**src/rtl/rsq_pkg.sv**
```systemverilog
package rsq_pkg;

    typedef enum logic [2:0] {
        ST_IDLE,
        ST_WR_REQ,
        ST_WR_WAIT,
        ST_SETTLE,
        ST_RD_REQ,
        ST_RD_WAIT,
        ST_DONE
    } rsq_state_e;

    localparam int unsigned RSQ_STEPS  = 5;
    localparam int unsigned RSQ_STEP_W = $clog2(RSQ_STEPS);

    // One write plus an optional poll.
    typedef struct packed {
        logic via_set;    // 1: set alias, 0: clear alias
        logic on_srst;    // written bit: 1 soft reset (top), 0 clock gate
        logic polls;      // a poll follows this write
        logic poll_srst;  // polled bit: 1 soft reset, 0 clock gate
        logic poll_high;  // level that ends the poll
    } rsq_step_t;

    function automatic rsq_step_t rsq_step_info(input logic [RSQ_STEP_W-1:0] idx);
        rsq_step_t s;
        unique case (idx)
            3'd0:    s = '{via_set: 1'b0, on_srst: 1'b1, polls: 1'b1, poll_srst: 1'b1, poll_high: 1'b0};
            3'd1:    s = '{via_set: 1'b0, on_srst: 1'b0, polls: 1'b0, poll_srst: 1'b0, poll_high: 1'b0};
            3'd2:    s = '{via_set: 1'b1, on_srst: 1'b1, polls: 1'b1, poll_srst: 1'b0, poll_high: 1'b1};
            3'd3:    s = '{via_set: 1'b0, on_srst: 1'b1, polls: 1'b1, poll_srst: 1'b1, poll_high: 1'b0};
            3'd4:    s = '{via_set: 1'b0, on_srst: 1'b0, polls: 1'b1, poll_srst: 1'b0, poll_high: 1'b0};
            default: s = '0;
        endcase
        return s;
    endfunction

endpackage

```
**src/rtl/rsq_step_decode.sv**
```systemverilog
module rsq_step_decode
    import rsq_pkg::*;
#(
    parameter int unsigned ADDR_W = 32,
    parameter int unsigned DATA_W = 32,
    parameter logic [ADDR_W-1:0] BASE_ADDR = '0,
    parameter int unsigned SET_OFS = 4,
    parameter int unsigned CLR_OFS = 8
) (
    input  logic [RSQ_STEP_W-1:0] step_i,
    output logic [ADDR_W-1:0]     addr_o,
    output logic [DATA_W-1:0]     wdata_o,
    output logic                  polls_o,
    output logic [DATA_W-1:0]     mask_o,
    output logic                  level_o,
    output logic                  last_o
);
    localparam int unsigned SRST_BIT = DATA_W - 1;
    localparam int unsigned GATE_BIT = DATA_W - 2;

    rsq_step_t info;

    always_comb begin
        info    = rsq_step_info(step_i);
        addr_o  = BASE_ADDR + (info.via_set ? ADDR_W'(SET_OFS) : ADDR_W'(CLR_OFS));
        polls_o = info.polls;
        level_o = info.poll_high;
        last_o  = (step_i == RSQ_STEP_W'(RSQ_STEPS - 1));
    end

    for (genvar b = 0; b < DATA_W; b++) begin : g_bit
        if (b == SRST_BIT) begin : g_srst
            assign wdata_o[b] = info.on_srst;
            assign mask_o[b]  = info.poll_srst;
        end else if (b == GATE_BIT) begin : g_gate
            assign wdata_o[b] = ~info.on_srst;
            assign mask_o[b]  = ~info.poll_srst;
        end else begin : g_zero
            assign wdata_o[b] = 1'b0;
            assign mask_o[b]  = 1'b0;
        end
    end

endmodule

```
**src/rtl/rsq_settle_timer.sv**
```systemverilog
module rsq_settle_timer #(
    parameter int unsigned CYCLES = 16
) (
    input  logic clk,
    input  logic rst_n,
    input  logic load_i,
    input  logic run_i,
    output logic expired_o
);
    localparam int unsigned CNT_W = $clog2(CYCLES + 1);

    logic [CNT_W-1:0] cnt_q;

    always_ff @(posedge clk or negedge rst_n) begin
        if (!rst_n) begin
            cnt_q <= '0;
        end else if (load_i) begin
            cnt_q <= CNT_W'(CYCLES);
        end else if (run_i && cnt_q != '0) begin
            cnt_q <= cnt_q - 1'b1;
        end
    end

    assign expired_o = run_i && (cnt_q == CNT_W'(1));

endmodule

```
**src/rtl/rsq_poll_budget.sv**
```systemverilog
module rsq_poll_budget #(
    parameter int unsigned LIMIT = 1024
) (
    input  logic clk,
    input  logic rst_n,
    input  logic clear_i,
    input  logic bump_i,
    output logic final_o
);
    localparam int unsigned CNT_W = $clog2(LIMIT + 1);

    logic [CNT_W-1:0] miss_q;

    always_ff @(posedge clk or negedge rst_n) begin
        if (!rst_n) begin
            miss_q <= '0;
        end else if (clear_i) begin
            miss_q <= '0;
        end else if (bump_i) begin
            miss_q <= miss_q + 1'b1;
        end
    end

    // High while the read in flight is the last one the poll may spend.
    assign final_o = (miss_q == CNT_W'(LIMIT - 1));

endmodule

```
**src/rtl/rsq_top.sv**
```systemverilog
module rsq_top
    import rsq_pkg::*;
#(
    parameter int unsigned ADDR_W = 32,
    parameter int unsigned DATA_W = 32,
    parameter logic [ADDR_W-1:0] BASE_ADDR = '0,
    parameter int unsigned SET_OFS = 4,
    parameter int unsigned CLR_OFS = 8,
    parameter int unsigned SETTLE_CYCLES = 16,
    parameter int unsigned POLL_LIMIT = 1024
) (
    input  logic              clk,
    input  logic              rst_n,
    input  logic              start_i,
    output logic              req_valid_o,
    output logic              req_write_o,
    output logic [ADDR_W-1:0] req_addr_o,
    output logic [DATA_W-1:0] req_wdata_o,
    input  logic              rsp_valid_i,
    input  logic [DATA_W-1:0] rsp_rdata_i,
    output logic              busy_o,
    output logic              done_o,
    output logic              error_o
);
    rsq_state_e state_q, state_d;
    logic [RSQ_STEP_W-1:0] step_q, step_d;
    logic err_q, err_d;

    logic [ADDR_W-1:0] step_addr;
    logic [DATA_W-1:0] step_wdata;
    logic [DATA_W-1:0] step_mask;
    logic              step_polls;
    logic              step_level;
    logic              step_last;
    logic              rd_match;

    logic tmr_load, tmr_run, tmr_exp;
    logic cnt_clr, cnt_bump, cnt_final;

    rsq_step_decode #(
        .ADDR_W(ADDR_W), .DATA_W(DATA_W), .BASE_ADDR(BASE_ADDR),
        .SET_OFS(SET_OFS), .CLR_OFS(CLR_OFS)
    ) u_decode (
        .step_i (step_q),
        .addr_o (step_addr),
        .wdata_o(step_wdata),
        .polls_o(step_polls),
        .mask_o (step_mask),
        .level_o(step_level),
        .last_o (step_last)
    );

    rsq_settle_timer #(.CYCLES(SETTLE_CYCLES)) u_settle (
        .clk      (clk),
        .rst_n    (rst_n),
        .load_i   (tmr_load),
        .run_i    (tmr_run),
        .expired_o(tmr_exp)
    );

    rsq_poll_budget #(.LIMIT(POLL_LIMIT)) u_budget (
        .clk    (clk),
        .rst_n  (rst_n),
        .clear_i(cnt_clr),
        .bump_i (cnt_bump),
        .final_o(cnt_final)
    );

    assign rd_match = ((rsp_rdata_i & step_mask) != '0) == step_level;

    // State register
    always_ff @(posedge clk or negedge rst_n) begin
        if (!rst_n) begin
            state_q <= ST_IDLE;
            step_q  <= '0;
            err_q   <= 1'b0;
        end else begin
            state_q <= state_d;
            step_q  <= step_d;
            err_q   <= err_d;
        end
    end

    // Transitions
    always_comb begin
        state_d  = state_q;
        step_d   = step_q;
        err_d    = err_q;
        tmr_load = 1'b0;
        tmr_run  = 1'b0;
        cnt_clr  = 1'b0;
        cnt_bump = 1'b0;
        unique case (state_q)
            ST_IDLE: begin
                if (start_i) begin
                    state_d = ST_WR_REQ;
                    step_d  = '0;
                    err_d   = 1'b0;
                end
            end
            ST_WR_REQ: state_d = ST_WR_WAIT;
            ST_WR_WAIT: begin
                if (rsp_valid_i) begin
                    if (step_polls) begin
                        state_d  = ST_SETTLE;
                        tmr_load = 1'b1;
                        cnt_clr  = 1'b1;
                    end else if (step_last) begin
                        state_d = ST_DONE;
                    end else begin
                        state_d = ST_WR_REQ;
                        step_d  = step_q + 1'b1;
                    end
                end
            end
            ST_SETTLE: begin
                tmr_run = 1'b1;
                if (tmr_exp) state_d = ST_RD_REQ;
            end
            ST_RD_REQ: state_d = ST_RD_WAIT;
            ST_RD_WAIT: begin
                if (rsp_valid_i) begin
                    if (rd_match) begin
                        if (step_last) begin
                            state_d = ST_DONE;
                        end else begin
                            state_d = ST_WR_REQ;
                            step_d  = step_q + 1'b1;
                        end
                    end else if (cnt_final) begin
                        state_d = ST_DONE;
                        err_d   = 1'b1;
                    end else begin
                        state_d  = ST_RD_REQ;
                        cnt_bump = 1'b1;
                    end
                end
            end
            ST_DONE: state_d = ST_IDLE;
            default: state_d = ST_IDLE;
        endcase
    end

    // Outputs
    always_comb begin
        req_valid_o = 1'b0;
        req_write_o = 1'b0;
        req_addr_o  = BASE_ADDR;
        req_wdata_o = '0;
        busy_o      = (state_q != ST_IDLE);
        done_o      = 1'b0;
        error_o     = 1'b0;
        unique case (state_q)
            ST_WR_REQ: begin
                req_valid_o = 1'b1;
                req_write_o = 1'b1;
                req_addr_o  = step_addr;
                req_wdata_o = step_wdata;
            end
            ST_RD_REQ: req_valid_o = 1'b1;
            ST_DONE: begin
                done_o  = 1'b1;
                error_o = err_q;
            end
            default: ;
        endcase
    end

endmodule

```
**config.mk**
```make
export PLATFORM = sky130hd
export DESIGN_NAME = rsq_top
export DESIGN_NICKNAME = d
export VERILOG_FILES = /design/src/rtl/rsq_pkg.sv /design/src/rtl/rsq_step_decode.sv /design/src/rtl/rsq_settle_timer.sv /design/src/rtl/rsq_poll_budget.sv /design/src/rtl/rsq_top.sv
export SDC_FILE = /design/constraint.sdc
export NUM_CORES = 1
export LEC_CHECK = 0
export BUFFER_PORTS_ARGS = -buffer_cell sky130_fd_sc_hd__buf_2
export CAP_MARGIN = 20
export CORE_MARGIN = 2
export CORE_UTILIZATION = 49
export DETAILED_ROUTE_END_ITERATION = 6
export PLACE_DENSITY = 0.86
export SYNTH_ARGS = -nofsm -noshare
export SYNTH_HDL_FRONTEND = slang
export SYNTH_HIERARCHICAL = 1
export SYNTH_SLANG_ARGS = --single-unit
```
**constraint.sdc**
```tcl
create_clock -name clk -period 3.8 [get_ports clk]
set_input_delay 0.76 -clock clk [delete_from_list [all_inputs] [get_ports clk]]
set_output_delay 0.76 -clock clk [all_outputs]
set_load 0.02 [all_outputs]
```
==> run metrics, run 1 <==
run status=complete, no violations; setup_tns=0 ns; number of gates given a new drive strength after cts=0; start-to-end type of the worst setup path=reg2reg; power density cells=565.8 nW/um^2; Critical R2R Launch=step_q[0]$_DFFE_PN0P_; register area=575.6 um^2; adder and majority gate portion of the synthesized area=roughly 1.8%; Yosys warning count=6; Die X-Extent=approximately 80 um; core area=around 5500 um^2; number of enable-type register cells in the synthesized netlist=0; endpoint required time on the critical path=3.99 ns; global-route wire length before repair=between 7 and 8 mm; number of detailed-route iterations in the first pass=4; Seq cells post-synth=23; largest net degree at the start of global routing=37; count of buffers inserted at the top-level ports=between 40 and 50; Post-CTS Setup Inserts=0; number of distinct standard cells referenced by the synthesized netlist=50; share of the cycle needed by the critical path after routing=about nine tenths; clock latency on the worst-skew pair=~0.26 ns; die footprint=6233 um^2; clock transition at the registers of the reported paths=0.08 ns; final count of hold timing violations=0; worst voltage drop across the vdd grid=between 0.2 and 0.3 mV; post-route total power=about 1.5 mW; mapped cell area=2753 um^2; number of max-cap violations=0; initial cell density of the core=about half; clock skew after layout=0.001204 ns; initial antenna violation count=0; path depth of the worst reg2reg path=11; Avg Inst Size Synth=between 7 and 8 um^2; number of clock buffers inserted by TritonCTS=3; Critical Path Source Type=flop; final-layout fill cell count=about 540; dpl hpwl=3.726 mm; Die Height=between 70 and 80 um; number of design-rule violations left by the first detailed-router iteration=178; largest family of logic cells by synthesized area=simple AND/OR/NAND/NOR gates; Lkg Pwr=roughly 1.4 nW; Ant. Diodes=0; pin slew with the least headroom to its limit=0.8052 ns; # hold bufs at CTS=0; total non-filler cell area in the finished layout=approximately 2700 um^2; aggregate routed wire length=between 4 and 5 mm; delay of the slowest critical-path stage=~0.48 ns; Synth Area in XOR/XNOR=under 10%; register area share after synthesis=between 20% and 30%; Routability Congestion=0.8321; via count of the first global-routing pass=slightly below 2000; min-delay worst type=in2async; total I/O pin count=approximately 110; register-to-register path setup slack=0.31 ns; crit path DAT=~3.7 ns; post-route ant nets=0; ratio of cells with drive above 1 in the final layout=16.45%; # rows=27; sum of overflow across all layers after global routing=0; clock tree from TritonCTS=done; TritonCTS Sinks=23; worst slew margin relative to its limit=a little under half; Area growth, synth to finish=-1.273%; combined area of the multi-input logic cells=~1700 um^2; cell-by-cell listing of the critical path=nor2b_4, or3_1, a22oi_1, nand4_1, nor4_1, xnor2_1, nand3_1, nor2_1, o2111ai_2, or4_1, a21oi_1; largest buffer count on any clock path=2; synthesized-area fraction occupied by and/or/nand/nor cells=a little under a third; post-detailed-route via-to-cell ratio=between 4 and 5; number of DRC violations after detailed routing=0; share of cell area taken by muxes after synthesis=about 2.3%; routed vias=about 2100; post-synthesis compound-gate area fraction=13.82%; Crit. End Element=flop; top fanout value on the critical path=7; Reg2Reg Capture Point=u_budget/miss_q[10]$_DFFE_PN0P_; post-route minimum period=around 3.5 ns; final setup violating endpoints=0; share of async-settable or async-resettable flops after synthesis=between 90% and 100%; Final Max Slew Viols=0; H-tree levels=1; dominant register cell in the synthesized netlist=dfrtp_1; average wire per cell in the routed design=10.22 um; Max stage delay cell, worst path=or4_1; post-place instance area=between 2000 and 3000 um^2; GRT Util Overall=14.94%; Gate Count Post-Synth=approximately 350; root cell of the clock tree=clkbuf_8; Total Nets Final=between 400 and 500; fmax=between 0.2 and 0.3 GHz; RSZ-0062 raised after global routing=false
report_power, final:
| part | total [mW] | switching (mW) | internal (mW) |
|---|---|---|---|
| Clock | 0.152 | 0.0786 | 0.0732 |
| Combinational | 0.980 | 0.647 | 0.333 |
| Sequential | 0.406 | 0.101 | 0.305 |
| Total | 1.54 | 0.827 | 0.711 |
placed cells by master, fill, tap and decap left out, types with 8 or more instances in the layout:
master / count
conb_1: 90
and2_1: 65
buf_2: 44
dfrtp_1: 23
nor2_1: 19
a21oi_1: 16
a22oi_1: 16
nand3_1: 8
sequential cells by signal, indices dropped and copies added (netlist names):
| signal | count |
|---|---|
| err_q | 1 |
| step_q | 3 |
| state_q | 3 |
| u_budget/miss_q | 11 |
| u_settle/cnt_q | 5 |
worst max-delay path by stage:
stage,startpoint,end,slack [ns],cells past startpoint
2_1_floorplan,step_q[0]$_DFFE_PN0P_,u_budget/miss_q[9]$_DFFE_PN0P_,0.83,12
6_report,step_q[0]$_DFFE_PN0P_,u_budget/miss_q[10]$_DFFE_PN0P_,0.31,11
3_5_place_dp,step_q[0]$_DFFE_PN0P_,u_budget/miss_q[9]$_DFFE_PN0P_,0.33,11
3_3_place_gp,step_q[0]$_DFFE_PN0P_,u_budget/miss_q[9]$_DFFE_PN0P_,0.45,11
4_1_cts,step_q[0]$_DFFE_PN0P_,u_budget/miss_q[9]$_DFFE_PN0P_,0.31,11
5_1_grt,step_q[0]$_DFFE_PN0P_,u_budget/miss_q[9]$_DFFE_PN0P_,0.009,11
layer usage:
| metal | vias up | share of wire, % | GRT usage (%) |
|---|---|---|---|
| li1 | 1072 | - | - |
| met1 | 966 | 42 | 17.45 |
| met2 | 80 | 51 | 28.97 |
| met3 | 6 | 6.1 | 0.9091 |
| met4 | 0 | 1.2 | 4.655 |
| met5 | - | 0 | 0 |
cell usage after synthesis, types with 2 or more instances:
library cell  count  area [um^2]
a21oi_1          16        80.08
a21oi_2           3        26.28
a22oi_1          16        120.1
and2_1           65        406.6
buf_2             3        15.01
buf_4            91        683.2
clkbuf_1          8        30.03
dfrtp_1          23        575.6
ha_1              4        50.05
inv_1             6        22.52
mux2_1            3        33.78
mux2i_1           3        30.03
nand2_1           6        22.52
nand2b_1          5        31.28
nand3_1           8        40.04
nand3b_1          2        15.01
nand4_1           6        37.54
nor2_1           20        75.07
nor2b_1           4        25.02
nor2b_4           2        27.53
nor3_1            5        25.02
nor3b_1           2        15.01
nor4_1            3        18.77
o21ai_0           3        15.01
o22ai_1           2        12.51
o31ai_1           5        37.54
or3_1             5        31.28
or4_1             3        22.52
or4b_1            2        20.02
xnor2_1           3        26.28
xor2_1            2        17.52
cell families (layout without fill, tap and decap cells):
logic type,after synthesis,count (layout)
xor+xnor,5,5
mux,6,6
fa+ha+maj,4,4
simple gates,144,144
compound gates,54,54
other cells,1,90
buf+inv,111,57
flops,23,23
worst max-delay path, delay by kind of cell, from the launching register on:
family           cells  cell delay, ns
AND/OR/NAND/NOR      7            2.00
AO/OA/AOI/OAI        3            0.60
flip-flops           1            0.46
XOR/XNOR             1            0.36
area by class of cell:
| type | count | share of cell area (%) |
|---|---|---|
| multi-input combinational | 303 | 64.18 |
| sequential | 23 | 21.18 |
| timing repair buffer | 46 | 8.656 |
| tap | 72 | 3.315 |
| clock buffer | 3 | 1.519 |
| inverter | 7 | 0.9668 |
| clock inverter | 1 | 0.1842 |
through the flow:
stage / util, % / hold WS [ns] / worst slack, ns / std cells
3_3_place_gp: 48.81 / 0.5342 / 0.4458 / 451
6_report: 49.66 / 0.4561 / 0.3121 / 455
5_1_grt: 49.66 / 0.4923 / 0.009381 / 455
3_5_place_dp: 48.81 / 0.5527 / 0.3298 / 451
4_1_cts: 49.66 / 0.4667 / 0.3113 / 455
2_1_floorplan: - / 0.4644 / 0.8260 / 437
Note: power is estimated with default switching activity, not from simulation.
==> run 2: changes to the inputs <==
CORE_UTILIZATION = 50   (was 49)
PLACE_DENSITY = 0.87   (was 0.86)
==> run 2 against run 1 <==
Via count shrank 2.3%. Final cell count grew 0.22%. Sequential cell count is the same. Setup slack better by 0.23 ns. Clock-buffer cell count stayed put. Critical path depth is the same. Critical path type unchanged. Largest cell class unchanged.
==> run metrics, run 2 (synthesis results as in run 1) <==
final setup violating endpoints=0; number of flip-flops in the largest register=11; number of design-rule violations left by the first detailed-router iteration=a little over 60; largest buffer count on any clock path=2; post-route minimum period=between 3 and 4 ns; clock tree from TritonCTS=done; met2 global-route usage=between 20 and 30%; routing usage on met1=17.44%; setup_tns=0 ns; register bank with the most flops=u_budget/miss_q; Final Max Slew Viols=0; clock transition at the registers of the reported paths=0.08 ns; post-detailed-route via-to-cell ratio=4.550; core area=5405 um^2; Routability Congestion=roughly 0.84; post-route ant nets=0; clock skew after layout=~0.0020 ns; crit path DAT=between 3 and 4 ns; clock latency on the worst-skew pair=0.26 ns; number of DRC violations after detailed routing=0; Total Nets Final=about 430; aggregate routed wire length=4.800 mm; dpl hpwl=between 3 and 4 mm; initial antenna violation count=0; most frequent cells in the layout=conb_1 (90), and2_1 (65), buf_2 (44); path depth of the worst reg2reg path=11; average wire per cell in the routed design=10.53 um; highest-utilization routing layer at the global route stage=met2; via count of the first global-routing pass=about 1900; Ant. Diodes=0; post-layout instance count excluding filler cells=~460; start-to-end type of the worst setup path=reg2reg; largest net degree at the start of global routing=35; root cell of the clock tree=clkbuf_8; ratio of cells with drive above 1 in the final layout=about 17%; TritonCTS Sinks=23; number of detailed-route iterations in the first pass=4; Post-CTS Setup Inserts=0; worst slew margin relative to its limit=between 40% and 50%; Die Height=just under 80 um; # hold bufs at CTS=0; global-route wire length before repair=7.907 mm; endpoint required time on the critical path=between 3 and 4 ns; die footprint=a little over 6000 um^2; initial cell density of the core=around 50%; number of placed cells counting well taps=452; met3 demand-to-capacity share in global routing=2.299%; Die X-Extent=around 78 um; Crit. End Element=flop; Area growth, synth to finish=-1.000%; # rows=27; Critical Path Source Type=flop; top fanout value on the critical path=6; GRT Util Overall=15.35%; most common cell after layout, fill and taps aside=conb_1; count of buffers inserted at the top-level ports=between 40 and 50; number of max-cap violations=0; min-delay worst type=in2async; number of gates given a new drive strength after cts=0; sum of overflow across all layers after global routing=0; number of clock buffers inserted by TritonCTS=3; fmax=a little over 0.3 GHz; run status=complete, no violations; RSZ-0062 raised after global routing=false; power density cells=roughly 570 nW/um^2; final count of hold timing violations=0; share of the cycle needed by the critical path after routing=~86%; top flop regs=u_budget/miss_q: 11 flops, u_settle/cnt_q: 5 flops; Lkg Pwr=approximately 1.4 nW; total I/O pin count=105; pin slew with the least headroom to its limit=between 0.8 and 0.9 ns; worst voltage drop across the vdd grid=0.2717 mV; final-layout fill cell count=roughly 500; H-tree levels=1; routed vias=2075
## run 2: cell count changes in the layout (fill, tap and decap cells not counted)
cell,change
buf_4,+1
## run 2: cell type report
cell class	count	area (um^2)	area share (%)
inverter	7	26.28	0.9642
timing repair buffer	47	242.7	8.907
tap	72	90.09	3.306
multi-input combinational	303	1744	64.00
clock buffer	3	41.29	1.515
clock inverter	1	5.005	0.1837
sequential	23	575.6	21.12
## run 2: worst paths after layout
path | from | end | slack (ns)
max reg2reg | step_q[0]$_DFFE_PN0P_ | u_budget/miss_q[9]$_DFFE_PN0P_ | 0.54
min | rst_n | u_budget/miss_q[8]$_DFFE_PN0P_ | 0.46
max in group asynchronous | rst_n | state_q[2]$_DFFE_PN0P_ | 2.99
max | step_q[0]$_DFFE_PN0P_ | u_budget/miss_q[9]$_DFFE_PN0P_ | 0.54
min reg2reg | u_budget/miss_q[10]$_DFFE_PN0P_ | u_budget/miss_q[10]$_DFFE_PN0P_ | 0.57
min in group clk | u_budget/miss_q[10]$_DFFE_PN0P_ | u_budget/miss_q[10]$_DFFE_PN0P_ | 0.57
## run 2: stage by stage
| stage | power (mW) | hold WS [ns] | cell area (um^2) | worst slack (ns) | utilization, % |
|---|---|---|---|---|---|
| 2_1_floorplan | 1.307 | 0.4644 | 3087 | 0.8260 | - |
| 3_3_place_gp | 1.352 | 0.5352 | 2679 | 0.6890 | 49.56 |
| 3_5_place_dp | 1.392 | 0.5488 | 2679 | 0.5694 | 49.56 |
| 4_1_cts | 1.542 | 0.4736 | 2725 | 0.5587 | 50.42 |
| 5_1_grt | 1.684 | 0.4934 | 2725 | 0.2004 | 50.42 |
| 6_report | 1.554 | 0.4613 | 2725 | 0.5441 | 50.42 |
## run 2: where the power goes
group | internal (mW) | leakage, nW | switching (mW)
logic | 0.338 | 1.04 | 0.658
registers | 0.305 | 0.306 | 0.104
clock network | 0.0731 | 0.0255 | 0.0759
## run 2: worst max-delay path: stages (launching register included)
cell and delay [ns]:
dfrtp_1 0.46, nor2b_4 0.17, or3_1 0.34, a22oi_1 0.14, nand4_1 0.11, nor4_1 0.31, xnor2_1 0.21, nand3_1 0.10
nor2_1 0.39, o211ai_1 0.23, nor4_1 0.32, mux2_1 0.35
## run 2: routing by layer
metal / share of wire, % / routed length (um)
met1: 41 / 1961
met2: 51 / 2467
met4: 0.83 / 40
met5: 0 / 0
met3: 6.9 / 330
